`src/rtl/sbg_pkg.sv`:
```
package sbg_pkg;
  typedef enum logic [1:0] {
    OP_NONE = 2'd0,
    OP_PROG = 2'd1,
    OP_CHIP = 2'd2,
    OP_SECT = 2'd3
  } op_e;

  typedef enum logic [1:0] {
    PH_WINDOW = 2'd0,
    PH_RUN    = 2'd1,
    PH_DONE   = 2'd2,
    PH_FAIL   = 2'd3
  } phase_e;

  localparam int STAT_W  = 8;
  localparam int B_POLL  = 7;
  localparam int B_TOG   = 6;
  localparam int B_LIMIT = 5;
  localparam int B_WIN   = 3;
  localparam int B_SECT  = 2;
  localparam int N_TOG   = 2;
  localparam int T_MAIN  = 0;
  localparam int T_SECT  = 1;
endpackage

```
`src/rtl/sbg_rst_sync.sv`:
```
module sbg_rst_sync #(
  parameter int STAGES = 2
) (
  input  logic clk,
  input  logic rst_n,
  output logic rst_s
);
  logic [STAGES-1:0] sh_q;
  logic [STAGES-1:0] sh_d;

  always_comb sh_d = {sh_q[STAGES-2:0], 1'b1};

  always_ff @(posedge clk or negedge rst_n) begin
    if (!rst_n) sh_q <= '0;
    else        sh_q <= sh_d;
  end

  assign rst_s = sh_q[STAGES-1];
endmodule

```
`src/rtl/sbg_read_edge.sv`:
```
module sbg_read_edge (
  input  logic clk,
  input  logic rst_n,
  input  logic rd_stb,
  output logic rise
);
  logic rd_q;

  always_ff @(posedge clk or negedge rst_n) begin
    if (!rst_n) rd_q <= 1'b0;
    else        rd_q <= rd_stb;
  end

  assign rise = rd_stb & ~rd_q;
endmodule

```
`src/rtl/sbg_toggle.sv`:
```
module sbg_toggle #(
  parameter int N = 2
) (
  input  logic         clk,
  input  logic         rst_n,
  input  logic         rise,
  input  logic [N-1:0] adv,
  output logic [N-1:0] tog
);
  logic [N-1:0] tog_q;
  logic [N-1:0] tog_d;
  logic [N-1:0] tog_en;

  for (genvar i = 0; i < N; i++) begin : g_tog
    always_comb begin
      tog_en[i] = rise & adv[i];
      tog_d[i]  = ~tog_q[i];
    end

    always_ff @(posedge clk or negedge rst_n) begin
      if (!rst_n)         tog_q[i] <= 1'b0;
      else if (tog_en[i]) tog_q[i] <= tog_d[i];
    end
  end

  assign tog = tog_q;
endmodule

```
`src/rtl/sbg_fail_hold.sv`:
```
module sbg_fail_hold
  import sbg_pkg::*;
(
  input  logic clk,
  input  logic rst_n,
  input  op_e  op_i,
  input  logic fail_i,
  input  logic clr_i,
  output logic fail_q,
  output op_e  op_q
);
  logic fail_d;
  logic cap_en;

  always_comb begin
    cap_en = fail_i & ~fail_q & ~clr_i;
    if (clr_i)       fail_d = 1'b0;
    else if (fail_i) fail_d = 1'b1;
    else             fail_d = fail_q;
  end

  always_ff @(posedge clk or negedge rst_n) begin
    if (!rst_n) fail_q <= 1'b0;
    else        fail_q <= fail_d;
  end

  always_ff @(posedge clk or negedge rst_n) begin
    if (!rst_n)      op_q <= OP_NONE;
    else if (cap_en) op_q <= op_i;
  end

  // a held failure only ends through the reset command
  a_r6_fail_sticky: assert property (@(posedge clk) disable iff (!rst_n)
    (fail_q && !clr_i) |=> fail_q);
endmodule

```
`src/rtl/sbg_encode.sv`:
```
module sbg_encode
  import sbg_pkg::*;
(
  input  op_e               op,
  input  phase_e            phase,
  input  logic              failed,
  input  logic              suspended,
  input  logic              d7,
  input  logic              in_sect,
  input  logic [N_TOG-1:0]  tog,
  output logic [STAT_W-1:0] status,
  output logic              use_array,
  output logic [N_TOG-1:0]  adv
);
  logic busy;

  always_comb begin
    busy      = (op != OP_NONE) && (failed || (phase != PH_DONE));
    status    = '0;
    use_array = 1'b1;
    adv       = '0;
    if (suspended && (op != OP_PROG)) begin
      if (in_sect) begin
        use_array      = 1'b0;
        status[B_POLL] = 1'b1;
        status[B_TOG]  = tog[T_MAIN];
        status[B_SECT] = tog[T_SECT];
        adv[T_SECT]    = 1'b1;
      end
    end else if (busy) begin
      use_array       = 1'b0;
      adv[T_MAIN]     = 1'b1;
      status[B_TOG]   = tog[T_MAIN];
      status[B_LIMIT] = failed;
      if (op == OP_PROG) begin
        status[B_POLL] = ~d7;
      end else begin
        status[B_POLL] = 1'b0;
        status[B_WIN]  = (op == OP_SECT) && (failed || (phase != PH_WINDOW));
        status[B_SECT] = tog[T_SECT];
        adv[T_SECT]    = (op == OP_CHIP) || in_sect;
      end
    end
  end
endmodule

```
`src/rtl/status_byte_gen.sv`:
```
module status_byte_gen
  import sbg_pkg::*;
(
  input  logic       clk,
  input  logic       rst_n,
  input  logic [1:0] op_kind,
  input  logic [1:0] phase,
  input  logic       suspended,
  input  logic       prog_d7,
  input  logic       rd_stb,
  input  logic       rd_in_erase,
  input  logic       rst_cmd,
  output logic [7:0] status,
  output logic       use_array
);
  logic             rst_s;
  logic             rise;
  logic             fail_q;
  op_e              fail_op;
  op_e              op_in;
  op_e              op_eff;
  phase_e           ph_in;
  logic             fail_now;
  logic             failed;
  logic [N_TOG-1:0] adv;
  logic [N_TOG-1:0] tog;

  always_comb begin
    op_in    = op_e'(op_kind);
    ph_in    = phase_e'(phase);
    fail_now = (ph_in == PH_FAIL) && (op_in != OP_NONE);
    op_eff   = fail_q ? fail_op : op_in;
    failed   = fail_q | fail_now;
  end

  sbg_rst_sync #(.STAGES(2)) u_rst (
    .clk(clk), .rst_n(rst_n), .rst_s(rst_s)
  );

  sbg_read_edge u_edge (
    .clk(clk), .rst_n(rst_s), .rd_stb(rd_stb), .rise(rise)
  );

  sbg_fail_hold u_fail (
    .clk(clk), .rst_n(rst_s), .op_i(op_in), .fail_i(fail_now),
    .clr_i(rst_cmd), .fail_q(fail_q), .op_q(fail_op)
  );

  sbg_toggle #(.N(N_TOG)) u_tog (
    .clk(clk), .rst_n(rst_s), .rise(rise), .adv(adv), .tog(tog)
  );

  sbg_encode u_enc (
    .op(op_eff), .phase(ph_in), .failed(failed), .suspended(suspended),
    .d7(prog_d7), .in_sect(rd_in_erase), .tog(tog),
    .status(status), .use_array(use_array), .adv(adv)
  );

  // without a strobe edge the flip state stays put
  a_r4_idle_hold: assert property (@(posedge clk) disable iff (!rst_s)
    !rd_stb |=> $stable(tog));
  a_r4_level_hold: assert property (@(posedge clk) disable iff (!rst_s)
    (rd_stb && $past(rd_stb)) |=> $stable(tog));
  // program polling bit
  a_r1_prog_poll: assert property (@(posedge clk) disable iff (!rst_s)
    (!fail_q && !suspended && op_kind == 2'b01 && phase == 2'b01)
      |-> (status[7] == !prog_d7));
  // erase polling bit
  a_r2_erase_poll: assert property (@(posedge clk) disable iff (!rst_s)
    (!fail_q && !suspended && op_kind[1] && phase == 2'b01)
      |-> (!status[7] && !use_array));
  // time-limit flag
  a_r5_limit: assert property (@(posedge clk) disable iff (!rst_s)
    (!suspended && phase == 2'b11 && op_kind != 2'b00) |-> status[5]);
  // suspended read of an erased sector
  a_r9_susp_sect: assert property (@(posedge clk) disable iff (!rst_s)
    (!fail_q && suspended && op_kind[1] && rd_in_erase)
      |-> (status[7] && !use_array));
  // suspended read elsewhere passes array data
  a_r10_susp_other: assert property (@(posedge clk) disable iff (!rst_s)
    (!fail_q && suspended && op_kind[1] && !rd_in_erase) |-> use_array);
endmodule

```
`config.mk`:
```
export PLATFORM = sky130hd
export DESIGN_NAME = status_byte_gen
export DESIGN_NICKNAME = d
export VERILOG_FILES = /design/src/rtl/sbg_pkg.sv /design/src/rtl/sbg_rst_sync.sv /design/src/rtl/sbg_read_edge.sv /design/src/rtl/sbg_toggle.sv /design/src/rtl/sbg_fail_hold.sv /design/src/rtl/sbg_encode.sv /design/src/rtl/status_byte_gen.sv
export SDC_FILE = /design/constraint.sdc
export NUM_CORES = 1
export LEC_CHECK = 0
export ABC_AREA = 0
export BUFFER_PORTS_ARGS = -buffer_cell sky130_fd_sc_hd__buf_2
export CORE_AREA = 2 2 39 41
export DETAILED_ROUTE_END_ITERATION = 10
export DIE_AREA = 0 0 41 43
export PLACE_DENSITY = 0.69
export SYNTH_ARGS = -nofsm -noshare
export SYNTH_HDL_FRONTEND = slang
export SYNTH_SLANG_ARGS = --single-unit
```
`constraint.sdc`:
```
create_clock -name clk -period 1.2 [get_ports clk]
set_input_delay 0.12 -clock clk [delete_from_list [all_inputs] [get_ports clk]]
set_output_delay 0.12 -clock clk [all_outputs]
set_load 0.02 [all_outputs]
```
==> results of run 1 <==
-- worst paths after layout --
path                                              to  cells after the start  slack [ps]                      start
setup reg to reg            u_tog.tog[1]$_DFFE_PN0P_                      7        -370  u_fail.fail_q$_DFFE_PN0P_
setup / recovery                           use_array                      5        -480  u_fail.fail_q$_DFFE_PN0P_
hold reg to reg                u_edge.rd_q$_DFF_PN0_                      0          90    u_rst.sh_q[1]$_DFF_PN0_
min in group asynchronous      u_edge.rd_q$_DFF_PN0_                      0          90    u_rst.sh_q[1]$_DFF_PN0_
max in group asynchronous  u_fail.fail_q$_DFFE_PN0P_                      0         900    u_rst.sh_q[1]$_DFF_PN0_
hold / removal             u_fail.fail_q$_DFFE_PN0P_                      2          80                    rst_cmd
-- layout by cell type (no fill, tap or decap), types with 2 or more instances in the layout --
cell type      netlist  routed
a21oi_2              0       2
buf_2                0      10
buf_4                3      19
buf_6                1       6
clkbuf_4             0       3
conb_1               2       4
dfrtp_1              8       7
dlygate4sd3_1        0       2
mux2_2               2       2
nand2_1              3       3
nor2_4               0       3
o21a_1               2       2
-- flip-flops by register name, summed over array words and instances (netlist names) --
signal	cells
u_tog.tog	2
u_rst.sh_q	2
u_fail.op_q	2
u_edge.rd_q	1
u_fail.fail_q	1
-- kinds of logic (layout without fill, tap and decap cells) --
group / after synthesis / count (layout) / synth area share
flip-flops: 8 / 8 / 0.382
AO/OA/AOI/OAI: 14 / 14 / 0.210
other: 2 / 4 / 0.0143
multiplexers: 3 / 3 / 0.0621
AND/OR/NAND/NOR: 20 / 20 / 0.251
buffers and inverters: 4 / 40 / 0.0644
XOR/XNOR: 1 / 1 / 0.0167
-- metal layers --
metal | GRT usage | part of all wire | up-vias | wire (µm)
li1 | - | - | 257 | -
met1 | 0.193 | 0.44 | 241 | 563
met2 | 0.281 | 0.54 | 8 | 688
met3 | 0.0157 | 0.020 | 0 | 25
met4 | 0.0800 | 0 | 0 | 0
met5 | 0 | 0 | - | 0
-- metrics by stage --
stage / utilization / setup WS [ps]
after floorplan: - / -167
after global placement: 0.551 / -261
after detailed placement: 0.551 / -310
after CTS: 0.625 / -507
after global routing: 0.661 / -512
final: 0.661 / -477
-- critical path: cells and delay by family, from the launching register on --
| family | cells | cell delay [ps] |
|---|---|---|
| AOI/OAI and AO/OA | 2 | 460 |
| DFF | 1 | 440 |
| and+or+nand+nor | 2 | 290 |
| buffers and inverters | 1 | 120 |
-- power groups by stage --
stage                     sequential, µW  clock (µW)  combinational [µW]
after floorplan                      357           0                 247
after global routing                 374         207                 482
final                                366         189                 448
after global placement               366           0                 361
after detailed placement             370           0                 366
after CTS                            366         200                 413
-- area by class of cell --
| cell class | count | area (µm²) |
|---|---|---|
| Multi-Input combinational cell | 42 | 390 |
| Timing Repair Buffer | 37 | 280 |
| Clock buffer | 3 | 22.5 |
| Sequential cell | 8 | 201 |
| Fill cell | 114 | 469 |
| Tap cell | 16 | 20.0 |
-- repair_timing --
item	4_1_cts	5_1_grt
gates resized for setup	11	13
cloned	0	0
buffers inserted	4	2
endpoints found under the hold margin	3	0
hold buffers	2	0
pin swaps	4	5
setup endpoints to repair	10	11
==> qor.yml, run 1 <==
outcome: "finished, violations left"
violations: "negative setup slack"
routed_wl_um: 1280
yosysWarnings: 0
nets: 103
stdcell_count: 106
rows: 14
synth_top_area_share: 0.382
clk_path_buf_depth: 2
cts_root_buf: "clkbuf_4"
first_global_vias: 519
cap_violations: 0
intPower_uw: 696
clk_pin_slew_worst_paths_ps: 50
power_density_nw_per_um2: 1100
via_per_inst: 4.77
power_frac_comb: 0.447
switching_share: 0.307
coreArea_um2: 1380
critPathMaxStageDelay_ps: 440
crit_path_end_kind: "output pin"
fin_area_um2: 915
gr-total-overflow: 0
postPlaceCellArea_um2: 762
grt_pass1_wl_um: 2000
port_buffers: 16
totalPowerFinal_uw: 1000
required_ps: 1080
clkPwrFrac: 0.188
hold_viol: 0
min_path_type: "input port to register"
synth_cell_types: 32
slew_viol_final: 0
ir_worst_vdd_v: 0.000708
period_share: 1.40
whs_ps: 79.8
insertion_delay_ps: 240
dpl.hpwl_um: 952
worstPathCellList: "nand2b_4 -> a21o_1 -> a21o_4 -> and2_4 -> buf_6"
worstSetupStartpointType: "register"
path_max_fanout: 6
yosys.cell_count.top_type: "dfrtp_1"
synth.avg_cell_area_um2: 10.1
vias: 506
setup_viol: 11
fmax_ghz: 0.596
yosysSeqAreaShare: 0.382
die_w_um: 41
async_flop_share: 1.00
gp_congestion: 0.714
drc: 0
syn_inst: 52
setup_tns_ps: -3720
yosys-top-cells-count: "8 x dfrtp_1, 3 x buf_4, 3 x nand2_1, 3 x nor2_1"
cts.sinks: 8
num_io_pins: 20
die_area_um2: 1760
slowest_stage: "dfrtp_2"
p_seq_frac: 0.365
firstDrtPassIters: 3
diodes: 0
clock_skew_ps: 4.46
wl_per_cell_um: 12.0
criticalPathCategory: "register to output pin"
tritoncts: "built"
grt_max_degree: 7
track_usage: 0.165
drive_gt1_frac: 0.667
dp_cells: 98
yosys_register_bits: 8
period_minus_slack_ps: 1680
h-tree-depth: 1
grt_setup_unrepaired: "yes"
ys_dominant_reg_cell: "dfrtp_1"
antenna_found_initial: 0
power.switching_uw: 308
p_leak_uw: 0.000412
drtAntennaViolNets: 0
setup_slack_ps: -477
ys_top_cells_by_area: "dfrtp_1 38%, buf_4 4.3%, mux2_2 4.3%"
cts_made_buffers: 3
yosysTopAreaCell: "dfrtp_1"
die_h_um: 43
crit_arrival_ps: 1560
synth_area_um2: 524
synth-edff-count: 0
syn_to_final_growth_pct: 74.5
start_util: 0.379
drt-initial-drc-count: 2
Note: power is estimated with default switching activity, not from simulation.
==> inputs of run 2 (changes only) <==
--- a/config.mk
+++ b/config.mk
@@ -6,10 +6,11 @@
 export NUM_CORES = 1
 export LEC_CHECK = 0
 export ABC_AREA = 0
-export BUFFER_PORTS_ARGS = -buffer_cell sky130_fd_sc_hd__buf_2
+export BUFFER_PORTS_ARGS = -buffer_cell sky130_fd_sc_hd__clkbuf_2
 export CORE_AREA = 2 2 39 41
 export DETAILED_ROUTE_END_ITERATION = 10
 export DIE_AREA = 0 0 41 43
+export MAX_ROUTING_LAYER = met4
 export PLACE_DENSITY = 0.69
 export SYNTH_ARGS = -nofsm -noshare
 export SYNTH_HDL_FRONTEND = slang
==> qor.yml, run 2 (synthesis gave the netlist of run 1 again) <==
power_density_nw_per_um2: 1080  # was 1100 nW/µm²
syn_to_final_growth_pct: 80.4  # was 74.5%
power_frac_comb: 0.460  # was 0.447
outcome: "finished, violations left"  # unchanged
worstSetupStartpointType: "register"  # unchanged
fmax_ghz: 0.593  # was 0.596 GHz
criticalPathCategory: "register to output pin"  # unchanged
final_common_cell: "buf_4"  # unchanged
cap_violations: 0  # unchanged
layout.cells.most_common_list: "18 x buf_4, 10 x clkbuf_2, 7 x dfrtp_1, 6 x buf_6, 4 x conb_1"  # was 19 x buf_4, 10 x buf_2, 7 x dfrtp_1, 6 x buf_6, 4 x conb_1
p_seq_frac: 0.355  # was 0.365
grt_setup_unrepaired: "yes"  # unchanged
cpLargestDelayFamily: "flip-flops"  # was compound AO/OA/AOI/OAI gates
drc: 0  # unchanged
h-tree-depth: 1  # unchanged
worstSetupStartpoint: "u_fail.fail_q$_DFFE_PN0P_"  # unchanged
worstPathCellList: "nand2b_4 -> a21o_4 -> a21o_4 -> and2_4 -> buf_6"  # was nand2b_4 -> a21o_1 -> a21o_4 -> and2_4 -> buf_6
clkPwrFrac: 0.186  # was 0.188
clk_path_buf_depth: 2  # unchanged
period_minus_slack_ps: 1690  # was 1680 ps
totalPowerFinal_uw: 1020  # was 1000 µW
wl_per_cell_um: 11.0  # was 12.0 µm
switching_share: 0.298  # was 0.307
intPower_uw: 718  # was 696 µW
cts_made_buffers: 3  # unchanged
power.switching_uw: 305  # was 308 µW
grt_pass1_wl_um: 1960  # was 2000 µm
die_w_um: 41  # unchanged
clk_pin_slew_worst_paths_ps: 50  # about the same
p_leak_uw: 0.000429  # was 0.000412 µW
drtAntennaViolNets: 0  # unchanged
first_global_vias: 494  # was 519
firstDrtPassIters: 2  # was 3
antenna_found_initial: 0  # unchanged
drive_gt1_frac: 0.674  # was 0.667
slowest_stage: "dfrtp_2"  # unchanged
crit_arrival_ps: 1570  # was 1560 ps
dpl.hpwl_um: 930  # was 952 µm
insertion_delay_ps: 240  # about the same
nets: 105  # was 103
gr-total-overflow: 0  # unchanged
crit_path_end_kind: "output pin"  # unchanged
grt_max_degree: 7  # unchanged
critPathMaxStageDelay_ps: 450  # was 440 ps
die_area_um2: 1760  # unchanged
worst-path-buf-inv: 1  # unchanged
setup_slack_ps: -487  # was -477 ps
start_util: 0.379  # unchanged
port_buffers: 16  # unchanged
rr_startpoint: "u_fail.fail_q$_DFFE_PN0P_"  # unchanged
num_io_pins: 20  # unchanged
cts_root_buf: "clkbuf_4"  # unchanged
whs_ps: 83.5  # was 79.8 ps
ir_worst_vdd_v: 0.000794  # was 0.000708 V
diodes: 0  # unchanged
slew_viol_final: 0  # unchanged
violations: "negative setup slack"  # unchanged
via_per_inst: 4.77  # about the same
rows: 14  # unchanged
coreArea_um2: 1380  # unchanged
gp_congestion: 0.737  # was 0.714
setup_viol: 10  # was 11
routed_wl_um: 1190  # was 1280 µm
drt-initial-drc-count: 2  # unchanged
tritoncts: "built"  # unchanged
path_max_fanout: 6  # unchanged
die_h_um: 43  # unchanged
min_path_type: "register to asynchronous set/reset pin"  # was input port to register
track_usage: 0.168  # was 0.165
required_ps: 1080  # about the same
clock_skew_ps: 2.72  # was 4.46 ps
cp_common_cell: "a21o_4"
vias: 515  # was 506
cts.sinks: 8  # unchanged
hold_viol: 0  # unchanged
period_share: 1.41  # was 1.40
[run 2: metrics by stage]
stage / area, µm² / worst slack [ps] / setup TNS (ps) / util / instances
final: 946 / -487 / -3440 / 0.684 / 108
after global routing: 946 / -549 / -4080 / 0.684 / 108
after CTS: 895 / -521 / -3740 / 0.646 / 108
after detailed placement: 754 / -322 / -2010 / 0.545 / 97
after global placement: 754 / -269 / -1640 / 0.545 / 97
after floorplan: 576 / -167 / -905 / - / 54
[run 2: final timing paths]
path / endpoint / slack (ps) / depth (start not counted)
setup reg to reg: u_tog.tog[1]$_DFFE_PN0P_ / -330 / 6
min in group clk: u_fail.fail_q$_DFFE_PN0P_ / 80 / 2
hold / removal: u_tog.tog[1]$_DFFE_PN0P_ / 80 / 0
hold reg to reg: u_tog.tog[1]$_DFFE_PN0P_ / 80 / 0
setup / recovery: use_array / -490 / 5
max in group asynchronous: u_rst.sh_q[1]$_DFF_PN0_ / 910 / 2
[run 2: cell type report]
class	count	area (µm²)
flip-flops and latches	8	201
repair buffers	39	317
multi-input cells	42	385
clock buffers	3	22.5
well taps	16	20.0
fillers	105	438
[run 2: power by group through the flow]
stage / clock network (µW) / registers (µW) / logic, µW
2_1_floorplan: 0 / 357 / 247
3_3_place_gp: 0 / 366 / 358
3_5_place_dp: 0 / 367 / 364
4_1_cts: 206 / 363 / 428
5_1_grt: 214 / 372 / 506
6_report: 190 / 363 / 470
[run 2: worst reg2reg max path, cell delays in order (launching register included)]
cell,delay [ps]
dfrtp_2,450
nand2b_4,160
buf_4,130
buf_4,120
o21a_1,180
o31ai_2,250
o221ai_2,120
[run 2: layer usage]
metal / routed length [µm] / track usage
met1: 516 / 0.186
met2: 645 / 0.284
met3: 30 / 0.0314
met4: 0 / 0.0600
met5: 0 / -
[run 2: repair_timing]
item | CTS | global route
hold buffers | 2 | 0
buffers inserted | 6 | 3
hold endpoints to repair | 3 | 0
setup endpoints to repair | 10 | 10
pin swaps | 6 | 9
resized for setup | 12 | 19
==> inputs of run 3 (changes only) <==
--- a/config.mk
+++ b/config.mk
@@ -11,7 +11,7 @@
 export DETAILED_ROUTE_END_ITERATION = 10
 export DIE_AREA = 0 0 41 43
 export MAX_ROUTING_LAYER = met4
-export PLACE_DENSITY = 0.69
 export SYNTH_ARGS = -nofsm -noshare
 export SYNTH_HDL_FRONTEND = slang
+export SYNTH_HIERARCHICAL = 1
 export SYNTH_SLANG_ARGS = --single-unit
==> qor.yml, run 3 <==
outcome: "finished, violations left"  # unchanged
violations: "negative setup slack"  # unchanged
setup_viol: 10  # unchanged
tritoncts: "built"  # unchanged
min_path_type: "input port to register"  # was register to asynchronous set/reset pin
setup_slack_ps: -740  # was -487 ps
period_minus_slack_ps: 1940  # was 1690 ps
hold_depth: 2
synth_cell_types: 27  # was 32
antenna_found_initial: 0  # unchanged
h-tree-depth: 1  # unchanged
worstSetupStartpointType: "register"  # unchanged
coreArea_um2: 1380  # unchanged
firstDrtPassIters: 5  # was 2
clk_path_buf_depth: 2  # unchanged
syn_inst: 46  # was 52
whs_ps: 83.0  # was 83.5 ps
rr_startpoint: "u_fail/fail_q$_DFFE_PN0P_"  # was u_fail.fail_q$_DFFE_PN0P_
die_h_um: 43  # unchanged
insertion_delay_ps: 240  # about the same
num_io_pins: 20  # unchanged
drive_gt1_frac: 0.605  # was 0.674
nets: 94  # was 105
layout.cells.most_common_list: "15 x buf_4, 12 x clkbuf_2, 8 x dfrtp_1, 4 x nor2_1, 4 x conb_1"  # was 18 x buf_4, 10 x clkbuf_2, 7 x dfrtp_1, 6 x buf_6, 4 x conb_1
yosysSeqAreaShare: 0.421  # was 0.382
via_per_inst: 4.41  # was 4.77
required_ps: 1080  # about the same
grt_max_degree: 7  # unchanged
gr-total-overflow: 0  # unchanged
start_util: 0.344  # was 0.379
synth_area_um2: 475  # was 524 µm²
wl_per_cell_um: 10.1  # was 11.0 µm
slowest_stage: "dfrtp_1"  # was dfrtp_2
path_max_fanout: 3  # was 6
criticalPathCategory: "register to output pin"  # unchanged
critPathMaxStageDelay_ps: 390  # was 450 ps
yosys.cell_count.top_type: "dfrtp_1"  # unchanged
synth.avg_cell_area_um2: 10.3  # was 10.1 µm²
period_share: 1.62  # was 1.41
first_global_vias: 421  # was 494
fillers: 121  # was 105
rows: 14  # unchanged
worstPathCellList: "or2_1 -> or3b_4 -> a32o_2 -> o21a_4 -> clkbuf_2"  # was nand2b_4 -> a21o_4 -> a21o_4 -> and2_4 -> buf_6
die_area_um2: 1760  # unchanged
crit_path_end_kind: "output pin"  # unchanged
yosysWarnings: 6  # was 0
diodes: 0  # unchanged
yosysTopAreaCell: "dfrtp_1"  # unchanged
synth-edff-count: 0  # unchanged
yosys-top-cells-count: "8 x dfrtp_1, 5 x nor2_1, 3 x buf_4, 3 x mux2_2"  # was 8 x dfrtp_1, 3 x buf_4, 3 x nand2_1, 3 x nor2_1
cts.sinks: 8  # unchanged
drc: 0  # unchanged
power_density_nw_per_um2: 1180  # was 1080 nW/µm²
dpl.hpwl_um: 780  # was 930 µm
ys_top_cells_by_area: "dfrtp_1 42%, mux2_2 7.1%, buf_4 4.7%"  # was dfrtp_1 38%, buf_4 4.3%, mux2_2 4.3%
drt-initial-drc-count: 4  # was 2
vias: 428  # was 515
reg2reg_depth: 7  # was 6
p_leak_uw: 0.000416  # was 0.000429 µW
clock_skew_ps: 0.677  # was 2.72 ps
syn_to_final_growth_pct: 68.9  # was 80.4%
slew_viol_final: 0  # unchanged
fmax_ghz: 0.515  # was 0.593 GHz
port_buffers: 16  # unchanged
drtAntennaViolNets: 0  # unchanged
ys_dominant_reg_cell: "dfrtp_1"  # unchanged
final_common_cell: "buf_4"  # unchanged
ir_worst_vdd_v: 0.000674  # was 0.000794 V
cap_violations: 0  # unchanged
async_flop_share: 1.00  # unchanged
gp_congestion: 0.660  # was 0.737
die_w_um: 41  # unchanged
grt_pass1_wl_um: 1640  # was 1960 µm
hold_viol: 0  # unchanged
cts_made_buffers: 3  # unchanged
synth_top_area_share: 0.421  # was 0.382
track_usage: 0.146  # was 0.168
dp_slack_ps: -570  # was -322 ps
routed_wl_um: 984  # was 1190 µm
crit_arrival_ps: 1820  # was 1570 ps
min_from: "rst_cmd"
clk_pin_slew_worst_paths_ps: 50  # about the same
worstSetupStartpoint: "u_fail/fail_q$_DFFE_PN0P_"  # was u_fail.fail_q$_DFFE_PN0P_
grt_setup_unrepaired: "yes"  # unchanged
yosys_register_bits: 8  # unchanged
cts_root_buf: "clkbuf_4"  # unchanged
## run 3: changes by cell type in the layout (fill, tap and decap cells not counted), sizes merged, moves of 2 or more
cell	before	now
a21o	2	0
clkbuf	14	18
buf	26	16
o211a	0	2
mux2	2	4
## run 3: cell type report
cell class              count  area (µm²)  area share
multi-input cells          36         318       0.396
repair buffers             33         239       0.298
flip-flops and latches      8         200       0.249
clock buffers               3        22.5      0.0280
well taps                  16        20.0      0.0249
inverters                   1        3.75     0.00467
## run 3: layer usage
layer,wire [µm],part of all wire,global-route usage,up-vias
li1,-,-,-,227
met3,59,0.060,0.0314,2
met2,452,0.46,0.191,12
met4,8,0.0081,0.100,0
met5,0,0,-,-
met1,464,0.47,0.195,187
## run 3: timing repair
| item | CTS | global route |
|---|---|---|
| gates resized for setup | 12 | 1 |
| pin swaps | 2 | 2 |
| endpoints found under the hold margin | 3 | 0 |
| setup buffers | 2 | 0 |
| endpoints found under the setup margin | 10 | 10 |
| hold buffers | 2 | 0 |
## run 3: stage by stage
stage	instances	utilization	power (µW)	instance area (µm²)	TNS, ps
after floorplan	48	-	587	522	-2140
after global placement	90	0.504	696	697	-3370
after detailed placement	90	0.504	701	697	-3490
after CTS	97	0.580	964	803	-4750
after global routing	97	0.580	1020	803	-5340
final	97	0.580	944	803	-4600
## run 3: path summary, 6_finish.rpt
kind | end | slack [ps]
min reg2reg | u_fail/op_q[1]$_DFFE_PN0P_ | 90
max in group asynchronous | u_fail/fail_q$_DFFE_PN0P_ | 920
max | status[6] | -740
max reg2reg | u_tog/tog[1]$_DFFE_PN0P_ | -460
min in group asynchronous | u_fail/op_q[1]$_DFFE_PN0P_ | 90
min | u_fail/fail_q$_DFFE_PN0P_ | 80
## run 3: kinds of logic after synthesis
kind of cell,count (synthesis),share of synthesized area
AOI/OAI and AO/OA,9,0.147
buffers and inverters,4,0.0553
other,2,0.0158
and+or+nand+nor,17,0.229
muxes,4,0.0947
DFF,8,0.421
xor gates and xnor gates,2,0.0368
## run 3: critical path: cells and delay by family, from the launching register on
kind / cells / cell delay, ps
and+or+nand+nor: 2 / 610
AOI/OAI and AO/OA: 2 / 440
DFF: 1 / 390
buffers and inverters: 1 / 150
## run 3: report_power, final
group          switching [µW]  total (µW)  internal (µW)
clock network            76.1         189            113
logic                     164         386            223
registers                39.2         368            329
